File: src/rtl/ratio_seq_pkg.sv
package ratio_seq_pkg;

  typedef enum logic [1:0] {
    SEL_VIN  = 2'd0,
    SEL_AIN0 = 2'd1,
    SEL_AIN1 = 2'd2
  } sel_e;

  localparam int NUM_CH = 3;

  function automatic sel_e next_sel(sel_e cur);
    case (cur)
      SEL_VIN:  return SEL_AIN0;
      SEL_AIN0: return SEL_AIN1;
      default:  return SEL_VIN;
    endcase
  endfunction

endpackage

File: src/rtl/ratio_slot_timer.sv
module ratio_slot_timer
  import ratio_seq_pkg::*;
#(
  parameter int SLOT_TICKS = 220,
  parameter int PRE_TICKS  = 14
) (
  input  logic       clk,
  input  logic       rst_n,
  input  logic       tick_i,
  input  logic       sleep_i,
  output logic [1:0] sel_o,
  output logic       start_o,
  output logic       pre_o
);

  localparam int CNT_W = (SLOT_TICKS > 1) ? $clog2(SLOT_TICKS) : 1;
  localparam logic [CNT_W-1:0] LAST_CNT = CNT_W'(SLOT_TICKS - 1);
  localparam int PRE_START = SLOT_TICKS - PRE_TICKS;

  logic [CNT_W-1:0] cnt_q, cnt_d;
  sel_e             sel_q, sel_d;
  logic             start_q, start_d;
  logic             run_q;
  logic             adv, wrap, issue;

  // next-state
  always_comb begin
    adv     = tick_i & ~sleep_i;
    wrap    = adv & (cnt_q == LAST_CNT);
    issue   = start_q & run_q & ~sleep_i;
    cnt_d   = cnt_q;
    sel_d   = sel_q;
    start_d = start_q;
    if (issue) start_d = 1'b0;
    if (adv) begin
      if (wrap) begin
        cnt_d   = '0;
        sel_d   = next_sel(sel_q);
        start_d = 1'b1;
      end else begin
        cnt_d = cnt_q + 1'b1;
      end
    end
  end

  // registers
  always_ff @(posedge clk or negedge rst_n) begin
    if (!rst_n) begin
      cnt_q   <= '0;
      sel_q   <= SEL_VIN;
      start_q <= 1'b1;
      run_q   <= 1'b0;
    end else begin
      if (adv) cnt_q <= cnt_d;
      if (wrap) sel_q <= sel_d;
      start_q <= start_d;
      run_q   <= 1'b1;
    end
  end

  assign sel_o   = sel_q;
  assign start_o = issue;
  assign pre_o   = (sel_q == SEL_VIN) && (int'(cnt_q) >= PRE_START);

endmodule

File: src/rtl/ratio_vout_ctrl.sv
module ratio_vout_ctrl
  import ratio_seq_pkg::*;
(
  input  logic [1:0] sel_i,
  input  logic       pre_i,
  input  logic       vodis_i,
  input  logic       sleep_i,
  output logic       vout_en_o
);

  logic aux_slot;

  always_comb begin
    aux_slot  = (sel_i == SEL_AIN0) || (sel_i == SEL_AIN1);
    vout_en_o = ~vodis_i & ~sleep_i & (pre_i | aux_slot);
  end

endmodule

File: src/rtl/ratio_result_bank.sv
module ratio_result_bank
  import ratio_seq_pkg::*;
#(
  parameter int DATA_W = 12,
  parameter int REG_W  = 16
) (
  input  logic                          clk,
  input  logic                          rst_n,
  input  logic                          done_i,
  input  logic [DATA_W-1:0]             data_i,
  input  logic [1:0]                    sel_i,
  input  logic                          vout_en_i,
  input  logic                          vodis_i,
  input  logic                          sleep_i,
  output logic [NUM_CH-1:0][REG_W-1:0]  res_o,
  output logic [NUM_CH-2:0]             aux_vld_o
);

  localparam int PAD_W = REG_W - DATA_W;
  localparam logic [DATA_W-1:0] POS_FS  = {1'b0, {(DATA_W-1){1'b1}}};
  localparam logic [REG_W-1:0]  SAT_VAL = {1'b0, {(REG_W-1){1'b1}}};

  for (genvar ch = 0; ch < NUM_CH; ch++) begin : g_ch
    logic             wr;
    logic [REG_W-1:0] res_d, res_q;

    assign wr = done_i & ~sleep_i & (sel_i == 2'(ch));

    always_comb begin
      res_d = res_q;
      if (wr) begin
        if ((ch == 0) && (data_i == POS_FS)) res_d = SAT_VAL;
        else                                 res_d = {data_i, {PAD_W{1'b0}}};
      end
    end

    always_ff @(posedge clk or negedge rst_n) begin
      if (!rst_n)  res_q <= '0;
      else if (wr) res_q <= res_d;
    end

    assign res_o[ch] = res_q;

    if (ch > 0) begin : g_vld
      logic vld_d, vld_q;

      always_comb begin
        vld_d = vld_q;
        if (wr && vout_en_i) vld_d = 1'b1;
        if (vodis_i)         vld_d = 1'b0;
      end

      always_ff @(posedge clk or negedge rst_n) begin
        if (!rst_n) vld_q <= 1'b0;
        else        vld_q <= vld_d;
      end

      assign aux_vld_o[ch-1] = vld_q;
    end
  end

endmodule

File: src/rtl/ratio_meas_seq.sv
module ratio_meas_seq
  import ratio_seq_pkg::*;
#(
  parameter int SLOT_TICKS = 220,
  parameter int PRE_TICKS  = 14,
  parameter int DATA_W     = 12,
  parameter int REG_W      = 16
) (
  input  logic              clk,
  input  logic              rst_n,
  input  logic              tick_i,
  input  logic              sleep_i,
  input  logic              vodis_i,
  output logic [1:0]        mux_sel_o,
  output logic              conv_start_o,
  input  logic              conv_done_i,
  input  logic [DATA_W-1:0] conv_data_i,
  output logic              vout_en_o,
  output logic [REG_W-1:0]  vin_res_o,
  output logic [REG_W-1:0]  ain0_res_o,
  output logic [REG_W-1:0]  ain1_res_o,
  output logic              ain0_vld_o,
  output logic              ain1_vld_o
);

  logic [1:0]                   rst_sync_q;
  logic                         rst_n_s;
  logic [1:0]                   sel;
  logic                         pre;
  logic                         vout_en;
  logic [NUM_CH-1:0][REG_W-1:0] res;
  logic [NUM_CH-2:0]            vld;

  always_ff @(posedge clk or negedge rst_n) begin
    if (!rst_n) rst_sync_q <= 2'b00;
    else        rst_sync_q <= {rst_sync_q[0], 1'b1};
  end
  assign rst_n_s = rst_sync_q[1];

  ratio_slot_timer #(
    .SLOT_TICKS (SLOT_TICKS),
    .PRE_TICKS  (PRE_TICKS)
  ) u_timer (
    .clk     (clk),
    .rst_n   (rst_n_s),
    .tick_i  (tick_i),
    .sleep_i (sleep_i),
    .sel_o   (sel),
    .start_o (conv_start_o),
    .pre_o   (pre)
  );

  ratio_vout_ctrl u_vout (
    .sel_i     (sel),
    .pre_i     (pre),
    .vodis_i   (vodis_i),
    .sleep_i   (sleep_i),
    .vout_en_o (vout_en)
  );

  ratio_result_bank #(
    .DATA_W (DATA_W),
    .REG_W  (REG_W)
  ) u_bank (
    .clk       (clk),
    .rst_n     (rst_n_s),
    .done_i    (conv_done_i),
    .data_i    (conv_data_i),
    .sel_i     (sel),
    .vout_en_i (vout_en),
    .vodis_i   (vodis_i),
    .sleep_i   (sleep_i),
    .res_o     (res),
    .aux_vld_o (vld)
  );

  assign mux_sel_o  = sel;
  assign vout_en_o  = vout_en;
  assign vin_res_o  = res[0];
  assign ain0_res_o = res[1];
  assign ain1_res_o = res[2];
  assign ain0_vld_o = vld[0];
  assign ain1_vld_o = vld[1];

endmodule

File: config.mk
export PLATFORM = sky130hd
export DESIGN_NAME = ratio_meas_seq
export DESIGN_NICKNAME = d
export VERILOG_FILES = /design/src/rtl/ratio_seq_pkg.sv /design/src/rtl/ratio_slot_timer.sv /design/src/rtl/ratio_vout_ctrl.sv /design/src/rtl/ratio_result_bank.sv /design/src/rtl/ratio_meas_seq.sv
export SDC_FILE = /design/constraint.sdc
export NUM_CORES = 1
export LEC_CHECK = 0
export BUFFER_PORTS_ARGS = -buffer_cell sky130_fd_sc_hd__buf_2
export CAP_MARGIN = 20
export CORE_ASPECT_RATIO = 0.6
export CORE_MARGIN = 2
export CORE_UTILIZATION = 35
export CTS_BUF_LIST = sky130_fd_sc_hd__clkbuf_8
export CTS_CLUSTER_DIAMETER = 40
export DETAILED_ROUTE_END_ITERATION = 7
export GPL_TIMING_DRIVEN = 0
export PLACE_DENSITY = 0.68
export SYNTH_ARGS = -nofsm -noshare
export SYNTH_HDL_FRONTEND = slang
export SYNTH_SLANG_ARGS = --single-unit
File: constraint.sdc
create_clock -name clk -period 1.92 [get_ports clk]
set_input_delay 0.096 -clock clk [delete_from_list [all_inputs] [get_ports clk]]
set_output_delay 0.096 -clock clk [all_outputs]
set_load 0.1 [all_outputs]
==> run_results.csv, run 1 <==
group,metric,value,unit
worst_setup_path,crit_arrival,1710,ps
synth,synth_cell_type_count,35,
cts,numCtsBuffers,5,
job,drv_cap,0,
final_layout,multi_input_area,969.7,sq um
synth,synth-simple-area-share,11.35,%
pwr,power_density,896.7,nW/um^2
worst_setup_path,r2r-end,"u_timer.sel_o[1]",
sta,layout_setup_ws,118.3,ps
sta,timing.fmax,0.5550,GHz
grt,grt_pass1_wl,8128,um
drt,antenna_left,0,
synth,yosysWarnings,0,
floorplan,dieArea,7500,sq um
synth,synth_top_family_by_area,"multiplexers",
worst_setup_path,crit_path_end_kind,"primary output",
synth,synth_xor_area_share,0.3678,%
grt,grt_overflow,0,
pwr,p_seq_share,49.0,%
worst_setup_path,crit_type,"reg -> out",
synth,synthAdderAreaFrac,3.153,%
drt,via_per_inst,4.787,
sta,setup-tns-final,0,ps
outcome,run_status,"complete, no violations",
synth,synth_top_flop_cell,"dfrtp_1",
drt,route.vias.total,1642,
sta,min_period,1802,ps
synth,ys_ff_latch,53,
final_layout,stdcell_area,3003,sq um
floorplan,num_rows,23,
worst_setup_path,reg2reg_depth,4,
drt,first_pass_iters,4,
placed_design,place_area,2870,sq um
pwr,pwr-share-comb,27.5,%
synth,synth_edf_count,0,
placed_design,numPortBuffers,63,
sta,drv_slew,0,
placed_design,hpwl,3802,um
pwr,p_sw_share,37.45,%
drt,drt_iter0_markers,47,
floorplan,dieHeight,67.89,um
sta,hold_viol,0,
cts,clockBufferDepth,2,
grt,antenna_found_initial,0,
worst_setup_path,critical_path_required,1820,ps
min_path,hold_path.class,"in -> reg",
cts,htreeDepth,2,
floorplan,fp.dieW,110.5,um
worst_setup_path,r2r_start,"u_timer.cnt_q[1]",
floorplan,coreArea,6619,sq um
final_layout,nFillCells,639,
grt,grt_max_degree,35,
drt,routed_wirelength,5041,um
final_layout,syn_to_final_growth,26.12,%
floorplan,io_pins,72,
sta,period_share,93.84,%
min_path,holdPathStages,2,
drt,drcViolationCount,0,
cts,cts_sinks,53,
final_layout,seq_area,1331,sq um
cts,cts_root_buffer,"clkbuf_8",
synth,async_reset_ff_share,100.0,%
grt,grt_usage,13.93,%
final_layout,nets,280,
sta,finalClockSkew,7.451,ps
pwr,intPower,1684,uW
min_path,min_to,"u_bank.g_ch[1].g_vld.vld_q",
synth,netlist_instances,174,
synth,syn-cell-area,2381,sq um
pwr,p_leak,0.001569,uW
sta,setup_viol,0,
grt,grt_pass1_vias,1590,
placed_design,gp_congestion,0.7935,
drt,avgRoutedWirePerCell,14.70,um
synth,synth_compound_area_share,5.413,%
cts,path_clk_slew,90,ps
pwr,peakVddDrop,0.3780,mV
cts,insertion_delay,300,ps
pwr,clock_power_share,23.4,%
floorplan,start_util,35.97,%
final_layout,antenna_cells,0,
worst_setup_path,regToRegSetupSlack,280,ps
final_layout,layout-drive-gt1-share,55.08,%
worst_setup_path,startpoint_type,"flip-flop",
cts,cts_tree,"yes",
synth,synth_area_per_cell,13.68,sq um
sta,rsz0062_at_grt,"false",
min_path,hp-start,"vodis_i",
synth,synth_mux_area_share,18.29,%
pwr,p_switching,1009,uW
synth,yosysSeqAreaShare,55.75,%
placed_design,place_ws,186.4,ps
worst_setup_path,cp_max_fo,4,
## per-layer routing
metal	part of all wire [%]	track usage [%]	vias up
met5	0	0	-
li1	-	-	762
met4	0.42	2.344	0
met2	44	21.63	43
met3	4.8	3.986	4
met1	51	19.95	833
## synthesized netlist by cell type, types with 2 or more instances
library cell / instances / share of area [%]
nor3_1: 2 / 0.42
nand3b_4: 2 / 1.7
a21oi_1: 2 / 0.42
o211ai_1: 3 / 0.95
o21ai_0: 6 / 1.3
inv_1: 5 / 0.79
ha_1: 6 / 3.2
o31ai_1: 3 / 0.95
nand2_1: 8 / 1.3
nand2b_1: 5 / 1.3
nand4b_1: 2 / 0.74
a31oi_1: 3 / 0.79
buf_4: 13 / 4.1
conb_1: 2 / 0.32
dfrtp_1: 52 / 55
nor2b_1: 2 / 0.53
nand4_1: 4 / 1.1
mux2_2: 36 / 17
mux2_4: 2 / 1.3
## stage by stage
step           std cells  hold slack [ps]  utilization (%)  total power [uW]
6_report             343            64.22            45.37              2693
5_1_grt              343            68.55            45.37              2836
4_1_cts              341            56.44            44.97              2724
3_5_place_dp         333           -118.6            43.36              2077
3_3_place_gp         332           -119.4            43.04              2051
2_1_floorplan        182           -199.6                -              1917
## sequential cells by signal (all words and copies together), names as in the netlist
register                 count
rst_sync_q                   2
u_timer.start_q              1
u_bank.g_ch.g_vld.vld_q      2
u_timer.sel_o                2
u_timer.cnt_q                8
u_timer.run_q                1
u_bank.g_ch.res_q           37
## cell type report
type,instances,area share (%)
Tap cell,87,3.625
Sequential cell,53,44.33
Clock inverter,1,0.2500
Buffer,14,3.625
Clock buffer,6,2.750
Multi-Input combinational cell,110,32.29
Timing Repair Buffer,67,12.50
Inverter,5,0.6250
## cells by family after synthesis
| family | Yosys count |
|---|---|
| flops | 53 |
| mux | 38 |
| simple gates | 35 |
| compound gates | 20 |
| buf+inv | 19 |
| fa+ha+maj | 6 |
| other cells | 2 |
| xor+xnor | 1 |
## placed cells by master (no fill, tap or decap), drive strengths merged, types with 2 or more instances in the layout
cell type / n
nand3b: 2
nand4b: 2
nor2b: 3
inv: 5
conb: 10
a31oi: 3
clkbuf: 6
nor3: 3
nand2: 8
ha: 6
nand4: 4
o31ai: 3
or3: 2
nand2b: 5
mux2: 38
a21o: 2
dfrtp: 52
o211ai: 3
buf: 80
o21ai: 6
a21oi: 2
## critical path, cell delays in order, from the launching register on
cell,delay (ps)
dfrtp_2,400
inv_2,50
ha_2,330
a31oi_1,50
a21o_1,220
nor3_4,160
buf_12,200
## worst max-delay path by stage
stage	cells past startpoint	slack, ps	endpoint	start
2_1_floorplan	5	-290	vout_en_o	u_timer.sel_o[0]
3_3_place_gp	0	-480	u_timer.sel_o[0]	rst_sync_q[1]
3_5_place_dp	6	190	vout_en_o	u_timer.sel_o[0]
4_1_cts	6	20	vout_en_o	u_timer.sel_o[0]
5_1_grt	6	30	vout_en_o	u_timer.sel_o[1]
6_report	6	120	vout_en_o	u_timer.sel_o[1]
## power groups by stage
stage	Clock (uW)	Combinational, uW	Sequential, uW
4_1_cts	664	742	1320
6_report	631	742	1320
3_3_place_gp	0	707	1340
2_1_floorplan	0	294	1620
3_5_place_dp	0	738	1340
5_1_grt	709	789	1340
## what timing repair did
item,4_1_cts,5_1_grt
buffers inserted,0,2
gates resized for setup,2,3
cloned,0,0
hold endpoints to repair,2,0
hold buffers,1,0
endpoints found under the setup margin,1,1
pin swaps,0,1
No activity file was read; power rests on OpenSTA's default activity.
==> run 2: changes to the inputs <==
--- a/config.mk
+++ b/config.mk
@@ -15,6 +15,8 @@
 export DETAILED_ROUTE_END_ITERATION = 7
 export GPL_TIMING_DRIVEN = 0
 export PLACE_DENSITY = 0.68
+export SKIP_LAST_GASP = 1
 export SYNTH_ARGS = -nofsm -noshare
 export SYNTH_HDL_FRONTEND = slang
+export SYNTH_HIERARCHICAL = 1
 export SYNTH_SLANG_ARGS = --single-unit
==> run 2 against run 1 <==
- clock-buffer cell count decreased by 1
- synthesized area decreased by 1.7%
- combinational power decreased by 16%
- final area decreased by 0.96%
- die area decreased by 1.7%
- largest power group unchanged
- flip-flop and latch count unchanged
- clock skew increased by 1.2 ps
- global-route usage decreased by 0.50 points
- register-to-register slack improved by 40 ps
- critical endpoint unchanged
- sequential share of layout area increased by 0.43 points
==> run_results.csv, run 2 <==
group,metric,value,unit
drt,drt_iter0_markers,66,
cts,insertion_delay,300,ps
synth,synthTopCellsByArea,"dfrtp_1 56%, mux2_2 18%, buf_4 4.2%",
pwr,p_sw_share,35.41,%
sta,hold_viol,0,
sta,drv_slew,0,
min_path,holdPathStages,2,
pwr,p_seq_share,48.9,%
pwr,pwr-share-comb,23.2,%
cts,cts_root_buffer,"clkbuf_8",
grt,grt_pass1_vias,1489,
grt,grt_overflow,0,
final_layout,antenna_cells,0,
job,drv_cap,0,
drt,avgRoutedWirePerCell,14.06,um
drt,antenna_left,0,
worst_setup_path,regToRegSetupSlack,320,ps
synth,synth_area_per_cell,13.76,sq um
sta,worst_pin_slew,570.8,ps
pwr,intPower,1733,uW
min_path,hp-start,"conv_data_i[3]",
placed_design,hpwl,3531,um
worst_setup_path,reg2reg_depth,4,
final_layout,reg.largest.list,"u_bank/g_ch.res_q: 37 flops, u_timer/cnt_q: 8 flops",
drt,first_pass_iters,7,
pwr,p_switching,949.9,uW
synth,async_reset_ff_share,100.0,%
final_layout,stdcell_area,2974,sq um
final_layout,syn_to_final_growth,27.11,%
floorplan,coreArea,6561,sq um
worst_setup_path,cp_cell_sequence,"inv_1, ha_1, o211ai_1, a2111oi_2, o21a_4, buf_12",
worst_setup_path,r2r_start,"u_timer/cnt_q[1]",
synth,synth_top_family_by_area,"multiplexers",
cts,path_clk_slew,90,ps
final_layout,regMostFlops,"u_bank/g_ch.res_q",
synth,ys_top_cells_by_count,"52 x dfrtp_1, 37 x mux2_2, 13 x buf_4, 7 x nor2_1, 5 x o21ai_0",
pwr,p_leak,0.001562,uW
synth,yosysSeqAreaShare,56.74,%
placed_design,place_area,2821,sq um
drt,via_per_inst,4.642,
grt,grt_max_degree,28,
cts,numCtsBuffers,5,
sta,setup-tns-final,0,ps
synth,synthAdderAreaFrac,1.070,%
synth,yosysWarnings,6,
cts,cts_sinks,53,
floorplan,start_util,35.66,%
min_path,min_to,"u_bank/g_ch[2].res_q[7]",
grt,grt_usage,13.43,%
synth,synth.most_common_cell,"dfrtp_1",
final_layout,layout_commonest_cell,"buf_2",
final_layout,nets,270,
final_layout,final_cell_mix,"62 x buf_2, 49 x dfrtp_1, 37 x mux2_2, 13 x buf_4, 10 x conb_1",
cts,htreeDepth,2,
synth,synth-simple-area-share,10.21,%
floorplan,fp.dieW,109.6,um
placed_design,dp.cells,328,
synth,synth_top_area_share,55.61,%
drt,routed_wirelength,4753,um
synth,synth_edf_count,0,
synth,synth_cell_type_count,35,
synth,synth_xor_area_share,0.7487,%
final_layout,layout-drive-gt1-share,55.78,%
synth,synth_top_area_cell,"dfrtp_1",
sta,period_share,99.02,%
sta,timing.fmax,0.5260,GHz
synth,synth_compound_area_share,5.401,%
synth,synth_mux_area_share,19.09,%
sta,finalClockSkew,8.699,ps
worst_setup_path,critical_path_required,1820,ps
drt,drcViolationCount,0,
sta,rsz0062_at_grt,"true",
sta,min_period,1901,ps
worst_setup_path,critPathMaxStageDelay,420,ps
placed_design,gp_congestion,0.7727,
floorplan,dieArea,7376,sq um
sta,setup_viol,0,
floorplan,dieHeight,67.33,um
grt,grt_pass1_wl,7521,um
worst_setup_path,crit_path_top_delay_cell,"dfrtp_1",
worst_setup_path,startpoint_type,"flip-flop",
synth,synth_top_flop_cell,"dfrtp_1",
final_layout,stdcell_count,338,
synth,syn-cell-area,2340,sq um
final_layout,largest_reg_flops,37,
pwr,peakVddDrop,0.4035,mV
floorplan,num_rows,23,
worst_setup_path,crit_arrival,1810,ps
placed_design,numPortBuffers,63,
cts,cts_tree,"yes",
grt,antenna_found_initial,0,
synth,netlist_instances,170,
worst_setup_path,crit_type,"reg -> out",
pwr,clock_power_share,28.0,%
min_path,hold_path.class,"in -> reg",
outcome,run_status,"complete, no violations",
pwr,power_density,901.9,nW/um^2
synth,ys_ff_latch,53,
drt,route.vias.total,1569,
final_layout,nFillCells,613,
floorplan,io_pins,72,
worst_setup_path,cp_max_fo,4,
cts,clockBufferDepth,2,
worst_setup_path,crit_path_end_kind,"primary output",
sta,max_slew_margin,61.95,%
worst_setup_path,r2r-end,"u_timer/sel_o[1]",
[run 2: cell type report]
class / count / area [sq um] / area share, %
tap: 87 / 108.9 / 3.660
sequential: 53 / 1331 / 44.76
timing repair buffer: 66 / 370.4 / 12.45
inverter: 4 / 15.01 / 0.5048
multi-input combinational: 104 / 905.9 / 30.46
buffer: 16 / 131.4 / 4.417
clock inverter: 3 / 42.54 / 1.430
clock buffer: 5 / 68.82 / 2.314
[run 2: cells by family (layout without fill, tap and decap cells)]
logic type / Yosys count / count (layout)
adders and majority gates: 2 / 2
muxes: 39 / 39
and+or+nand+nor: 31 / 31
xor gates and xnor gates: 2 / 2
buffers and inverters: 20 / 94
other: 3 / 10
AOI/OAI and AO/OA: 20 / 20
DFF: 53 / 53
[run 2: worst max-delay path, delay by kind of cell, from the launching register on]
family,cells,cell delay (ps)
compound gates,3,680
flops,1,420
buf+inv,2,270
fa+ha+maj,1,140
[run 2: worst max-delay path by stage]
stage,from,end,slack [ps],cells past startpoint
2_1_floorplan,u_timer/start_q,conv_start_o,30,2
3_3_place_gp,rst_sync_q[1],u_timer/sel_o[0],-440,0
3_5_place_dp,u_timer/cnt_q[0],vout_en_o,-90,6
4_1_cts,u_timer/cnt_q[0],vout_en_o,8,6
5_1_grt,u_timer/cnt_q[0],vout_en_o,-90,6
6_report,u_timer/cnt_q[0],vout_en_o,20,6
[run 2: layer usage]
metal | global-route usage, % | share of wire (%) | routed length (um)
met5 | 0 | 0 | 0
met2 | 18.60 | 43 | 2022
met1 | 20.09 | 49 | 2351
met4 | 3.323 | 0.21 | 10
met3 | 4.440 | 7.8 | 369
[run 2: through the flow]
step / setup WS (ps) / hold WS, ps / total power [uW] / util [%]
floorplan: 28.50 / -199.6 / 1814 / -
global placement: -441.8 / -119.3 / 1932 / 42.68
detailed placement: -86.92 / -118.0 / 1949 / 43.00
CTS: 7.895 / 54.76 / 2707 / 45.33
global route: -89.30 / 60.11 / 2811 / 45.33
finish: 18.77 / 66.35 / 2682 / 45.33
[run 2: repair_timing]
item                       CTS  global route
setup buffers                0             0
cloned                       0             0
gates resized for setup      6             0
setup endpoints to repair    1             1
hold endpoints to repair     4             0
hold buffers                 2             0
pin swaps                    1             0
[run 2: power by group through the flow]
stage          registers, uW  clock network [uW]  logic (uW)
3_5_place_dp            1330                   0         619
5_1_grt                 1330                 818         662
4_1_cts                 1310                 770         625
2_1_floorplan           1590                   0         223
3_3_place_gp            1330                   0         598
6_report                1310                 750         622
